==> config.mk <==
export PLATFORM = sky130hd
export DESIGN_NAME = uart_rx_holding
export DESIGN_NICKNAME = d
export VERILOG_FILES = /design/src/rtl/uart_rxh_pkg.sv /design/src/rtl/rxh_store.sv /design/src/rtl/rxh_errflags.sv /design/src/rtl/uart_rx_holding.sv
export SDC_FILE = /design/constraint.sdc
export NUM_CORES = 1
export LEC_CHECK = 0
export ABC_AREA = 1
export BUFFER_PORTS_ARGS = -buffer_cell sky130_fd_sc_hd__buf_2
export CAP_MARGIN = 20
export CORE_UTILIZATION = 56
export CTS_BUF_LIST = sky130_fd_sc_hd__clkbuf_8
export CTS_CLUSTER_SIZE = 14
export DETAILED_ROUTE_END_ITERATION = 6
export PLACE_DENSITY_LB_ADDON = 0.25
export SYNTH_ARGS = -nofsm -noshare
export SYNTH_HDL_FRONTEND = slang
export SYNTH_SLANG_ARGS = --single-unit
==> constraint.sdc <==
create_clock -name clk_i -period 6.1 [get_ports clk_i]
set_input_delay 0.305 -clock clk_i [delete_from_list [all_inputs] [get_ports clk_i]]
set_output_delay 0.305 -clock clk_i [all_outputs]
set_load 0.05 [all_outputs]
==> src/rtl/uart_rxh_pkg.sv <==
package uart_rxh_pkg;

    typedef struct packed {
        logic ore;
        logic nf;
        logic fe;
    } err_flags_t;

    localparam int unsigned CLR_FE  = 0;
    localparam int unsigned CLR_NF  = 1;
    localparam int unsigned CLR_ORE = 2;
    localparam int unsigned CLR_W   = 3;

endpackage

==> src/rtl/rxh_store.sv <==
module rxh_store #(
    parameter int unsigned EW    = 10,
    parameter int unsigned DEPTH = 8
) (
    input  logic                         clk_i,
    input  logic                         rst_ni,
    input  logic                         push_i,
    input  logic                         pop_i,
    input  logic [EW-1:0]                wr_entry_i,
    output logic [EW-1:0]                head_o,
    output logic [$clog2(DEPTH+1)-1:0]   count_o
);
    localparam int unsigned PW = (DEPTH > 1) ? $clog2(DEPTH) : 1;
    localparam int unsigned CW = $clog2(DEPTH + 1);
    localparam logic [PW-1:0] LAST = PW'(DEPTH - 1);

    typedef struct packed {
        logic [DEPTH-1:0][EW-1:0] mem;
        logic [PW-1:0]            wp;
        logic [PW-1:0]            rp;
        logic [CW-1:0]            cnt;
    } store_t;

    store_t s_d, s_q;

    always_comb begin
        s_d = s_q;
        if (push_i) begin
            s_d.mem[s_q.wp] = wr_entry_i;
            s_d.wp = (s_q.wp == LAST) ? '0 : s_q.wp + PW'(1);
        end
        if (pop_i) begin
            s_d.rp = (s_q.rp == LAST) ? '0 : s_q.rp + PW'(1);
        end
        unique case ({push_i, pop_i})
            2'b10:   s_d.cnt = s_q.cnt + CW'(1);
            2'b01:   s_d.cnt = s_q.cnt - CW'(1);
            default: s_d.cnt = s_q.cnt;
        endcase
    end

    always_ff @(posedge clk_i or negedge rst_ni) begin
        if (!rst_ni) s_q <= '0;
        else         s_q <= s_d;
    end

    assign head_o  = s_q.mem[s_q.rp];
    assign count_o = s_q.cnt;

endmodule

==> src/rtl/rxh_errflags.sv <==
module rxh_errflags
    import uart_rxh_pkg::*;
(
    input  logic              clk_i,
    input  logic              rst_ni,
    input  logic              dma_mode_i,
    input  logic              arr_take_i,
    input  logic              arr_fe_i,
    input  logic              arr_nf_i,
    input  logic              pop_take_i,
    input  logic              head_fe_i,
    input  logic              head_nf_i,
    input  logic              ovr_i,
    input  logic [CLR_W-1:0]  clr_i,
    output err_flags_t        flags_o
);
    err_flags_t f_d, f_q;
    logic set_fe, set_nf;

    always_comb begin
        set_fe = (!dma_mode_i && arr_take_i && arr_fe_i) ||
                 ( dma_mode_i && pop_take_i && head_fe_i);
        set_nf = (!dma_mode_i && arr_take_i && arr_nf_i) ||
                 ( dma_mode_i && pop_take_i && head_nf_i);
        f_d.fe  = set_fe || (f_q.fe  && !clr_i[CLR_FE]);
        f_d.nf  = set_nf || (f_q.nf  && !clr_i[CLR_NF]);
        f_d.ore = ovr_i  || (f_q.ore && !clr_i[CLR_ORE]);
    end

    always_ff @(posedge clk_i or negedge rst_ni) begin
        if (!rst_ni) f_q <= '0;
        else         f_q <= f_d;
    end

    assign flags_o = f_q;

endmodule

==> src/rtl/uart_rx_holding.sv <==
module uart_rx_holding
    import uart_rxh_pkg::*;
#(
    parameter int unsigned DW    = 8,
    parameter int unsigned DEPTH = 8
) (
    input  logic              clk_i,
    input  logic              rst_ni,
    input  logic              rx_valid_i,
    input  logic [DW-1:0]     rx_data_i,
    input  logic              rx_ferr_i,
    input  logic              rx_nerr_i,
    input  logic              fifo_en_i,
    input  logic              dma_en_i,
    input  logic              data_ie_i,
    input  logic              err_ie_i,
    input  logic              rd_i,
    input  logic [CLR_W-1:0]  clr_i,
    output logic [DW-1:0]     rd_data_o,
    output logic              not_empty_o,
    output logic              dma_req_o,
    output logic              data_irq_o,
    output logic              err_irq_o,
    output logic              fe_o,
    output logic              nf_o,
    output logic              ore_o
);
    localparam int unsigned EW = DW + 2;
    localparam int unsigned CW = $clog2(DEPTH + 1);
    localparam logic [CW-1:0] CAP_QUEUE  = CW'(DEPTH);
    localparam logic [CW-1:0] CAP_SINGLE = CW'(1);

    logic [EW-1:0] wr_entry, head;
    logic [CW-1:0] occ;
    logic          has_data, at_cap, pop_take, arr_take, ovr;
    err_flags_t    flags;

    always_comb begin
        has_data = (occ != '0);
        at_cap   = occ >= (fifo_en_i ? CAP_QUEUE : CAP_SINGLE);
        pop_take = rd_i && has_data;
        arr_take = rx_valid_i && (!at_cap || pop_take);
        ovr      = rx_valid_i && at_cap && !pop_take;
        wr_entry = {rx_nerr_i, rx_ferr_i, rx_data_i};
    end

    rxh_store #(.EW(EW), .DEPTH(DEPTH)) store_i (
        .clk_i      (clk_i),
        .rst_ni     (rst_ni),
        .push_i     (arr_take),
        .pop_i      (pop_take),
        .wr_entry_i (wr_entry),
        .head_o     (head),
        .count_o    (occ)
    );

    rxh_errflags flags_i (
        .clk_i      (clk_i),
        .rst_ni     (rst_ni),
        .dma_mode_i (dma_en_i),
        .arr_take_i (arr_take),
        .arr_fe_i   (rx_ferr_i),
        .arr_nf_i   (rx_nerr_i),
        .pop_take_i (pop_take),
        .head_fe_i  (head[DW]),
        .head_nf_i  (head[DW+1]),
        .ovr_i      (ovr),
        .clr_i      (clr_i),
        .flags_o    (flags)
    );

    assign rd_data_o   = head[DW-1:0];
    assign not_empty_o = has_data;
    assign dma_req_o   = dma_en_i && has_data;
    assign data_irq_o  = data_ie_i && !dma_en_i && has_data;
    assign fe_o        = flags.fe;
    assign nf_o        = flags.nf;
    assign ore_o       = flags.ore;
    assign err_irq_o   = err_ie_i && (flags.fe || flags.nf || flags.ore);

endmodule

==> impl_metrics.env <==
export IMPL_critPathRequiredTime_ns=6.34
export IMPL_first_pass_iters=5
export IMPL_root_buffer="clkbuf_8"
export IMPL_fp_dieW_um=97.35
export IMPL_ys_seq_area_share_pct=45.71
export IMPL_yosys_area_top_type="dfrtp_1"
export IMPL_arrival_ns=3.55
export IMPL_cts_buffers=9
export IMPL_drv_slew=0
export IMPL_power_internal_w=0.001584
export IMPL_place_inst=735
export IMPL_grt_ovfl_total=0
export IMPL_synth_most_common_cell="nand2_1"
export IMPL_io_pins=36
export IMPL_hold_path_class="in -> reg"
export IMPL_fin_crit_ns=3.309
export IMPL_synthesis_nets=669
export IMPL_p_leak_nw=2.767
export IMPL_crit_type="reg -> reg"
export IMPL_p_total_w=0.003133
export IMPL_switchingPower_w=0.001548
export IMPL_tightest_slew_ns=1.071
export IMPL_area_growth_pct=4.989
export IMPL_syn_inst=639
export IMPL_vias_per_cell=5.886
export IMPL_htree_num_levels=3
export IMPL_wirelength_um=13020
export IMPL_power_clock_fraction_pct=14.9
export IMPL_die_h_um=97.35
export IMPL_io_buffers=35
export IMPL_syn_avg_cell_area_um2=7.967
export IMPL_grt_usage_pct=29.09
export IMPL_clk_pin_slew_ns=0.09
export IMPL_insertion_delay_ns=0.37
export IMPL_gp_congestion=0.7824
export IMPL_combPwrFrac_pct=49.5
export IMPL_synth_flop_cell="dfrtp_1"
export IMPL_nNetsFinal=669
export IMPL_drv_cap=0
export IMPL_fmax_ghz=0.3022
export IMPL_cts_resized=0
export IMPL_hpwl_um=8213
export IMPL_ant_nets=0
export IMPL_relSlewSlack_pct=28.60
export IMPL_drt_iter0_drc=471
export IMPL_holdWs_ns=0.1150
export IMPL_postCtsSetupRepairBufs=0
export IMPL_n_antenna_cell=0
export IMPL_num_vias=4426
export IMPL_synth_largest_type_area_fraction_pct=45.71
export IMPL_synth_area_mm2=0.005091
export IMPL_wl_per_cell_um=17.31
export IMPL_startpoint_type="register"
export IMPL_finalSetupTns_ns=0
export IMPL_rsz0062_at_grt="no"
export IMPL_cts_tree="yes"
export IMPL_final_cells=752
export IMPL_grt_max_degree=94
export IMPL_coreArea_mm2=0.008763
export IMPL_ctsLongestPathBuffers=2
export IMPL_yosys_warnings=0
export IMPL_drive_gt1_share_pct=11.18
export IMPL_seq_power_share_pct=35.6
export IMPL_start_util_pct=58.10
export IMPL_grt_pass1_vias=4262
export IMPL_power_density_mw_per_mm2=586.1
export IMPL_skew_ns=0.01257
export IMPL_cts_sink_count=93
export IMPL_num_rows=34
export IMPL_status="finished clean"
export IMPL_swShare_pct=49.42
export IMPL_synth_cell_type_count=27
export IMPL_antenna_found_initial=0
export IMPL_setup_violations=0
export IMPL_ys_seq_elements=93
export IMPL_synth_common_cells="nand2_1, dfrtp_1, nand4_1"
export IMPL_ir_drop_mv=0.4774
export IMPL_die_area_mm2=0.009477
export IMPL_synthArstFlopShare_pct=100.0
export IMPL_synth_edff_count=0
export IMPL_critPathCaptureType="register"
export IMPL_fin_crit_sh_pct=54.24
export IMPL_grt_pass1_wl_um=21640
export IMPL_finalHoldViolCount=0
export IMPL_yosys_top_cells_area="dfrtp_1, nand2_1, nand4_1, o21ai_0, nor2_1"
export IMPL_drc_errors=0
export IMPL_crit_fanout=92
metal layers:
metal | global-route usage (%) | vias to the layer above | share of wire, % | routed length [um]
met2 | 45.40 | 163 | 48 | 6223
met5 | 0 | - | 0 | 0
met1 | 42.28 | 2116 | 44 | 5698
met4 | 7.240 | 0 | 1.0 | 130
li1 | - | 2134 | - | -
met3 | 5.324 | 13 | 7.4 | 967
area by class of cell:
| class | count | area, um^2 |
|---|---|---|
| Clock buffer | 9 | 123.9 |
| Clock inverter | 7 | 100.1 |
| Fill cell | 795 | 3418 |
| Inverter | 29 | 108.9 |
| Multi-Input combinational cell | 463 | 2307 |
| Sequential cell | 93 | 2327 |
| Tap cell | 108 | 135.1 |
| Timing Repair Buffer | 43 | 242.7 |
worst paths after layout:
check | startpoint | to | slack, ns | cells after the start
worst max-delay path | store_i.count_o[3] | store_i.count_o[2] | 2.79 | 11
worst min-delay path | clr_i[2] | flags_i.flags_o[2] | 0.12 | 2
worst max register to register | store_i.count_o[3] | store_i.count_o[2] | 2.79 | 11
worst min register to register | store_i.s_q[36] | store_i.s_q[36] | 0.48 | 2
max in group asynchronous | rst_ni | store_i.s_q[77] | 4.54 | 3
min in group asynchronous | rst_ni | store_i.s_q[47] | 0.45 | 2
timing repair:
action / 4_1_cts / 5_1_grt
setup endpoints to repair: 0 / 0
endpoints found under the hold margin: 37 / 0
hold buffers: 1 / 0
power groups by stage:
stage	Sequential, W	Combinational (W)	Clock (W)
6_report	0.00112	0.00155	0.000466
5_1_grt	0.00115	0.00171	0.000501
4_1_cts	0.00111	0.00155	0.000472
3_5_place_dp	0.00112	0.00155	0
3_3_place_gp	0.00111	0.00149	0
2_1_floorplan	0.00108	0.00130	0
state kept, by name (all words and copies together), names as in the netlist:
| name | cells |
|---|---|
| store_i.count_o | 4 |
| flags_i.flags_o | 3 |
| store_i.s_q | 86 |
logic make-up (layout without fill, tap and decap cells):
kind of cell	Yosys count	count (layout)	share of synthesized area, %
AND/OR/NAND/NOR	389	389	35.88
AO/OA/AOI/OAI	60	60	6.365
XOR/XNOR	5	5	0.8601
flip-flops	93	93	45.71
buffers and inverters	83	88	8.970
adder cells (fa/ha/maj)	9	9	2.212
metrics by stage:
step,cell area (um^2),utilization (%),worst slack (ns)
finish,5345,60.99,2.791
global route,5345,60.99,2.514
CTS,5345,60.99,2.762
detailed placement,5111,58.32,2.744
global placement,5111,58.32,2.926
floorplan,5091,-,3.730
cells in the final DEF, fill, tap and decap left out, types with 3 or more instances in the layout:
master and instances:
nand4_1 83, nor2_1 47, o22ai_1 16, buf_2 33, nand3_1 18, nand2_2 3, ha_1 9, xor2_1 4
dfrtp_1 93, inv_1 29, o21ai_0 38, buf_4 9, nand2_1 225, clkbuf_8 9, a21oi_1 3, nand3_4 8
worst max-delay path: stages, from the launching register on:
cell and delay, ns:
dfrtp_1 0.43, ha_1 0.33, a21oi_1 0.19, nand3_2 0.13
nand2_4 0.76, nand2_2 0.23, ha_1 0.33, xor2_1 0.18
ha_1 0.20, a21oi_1 0.16, xor2_1 0.15, o21ai_0 0.08
Note: power is estimated with default switching activity, not from simulation.
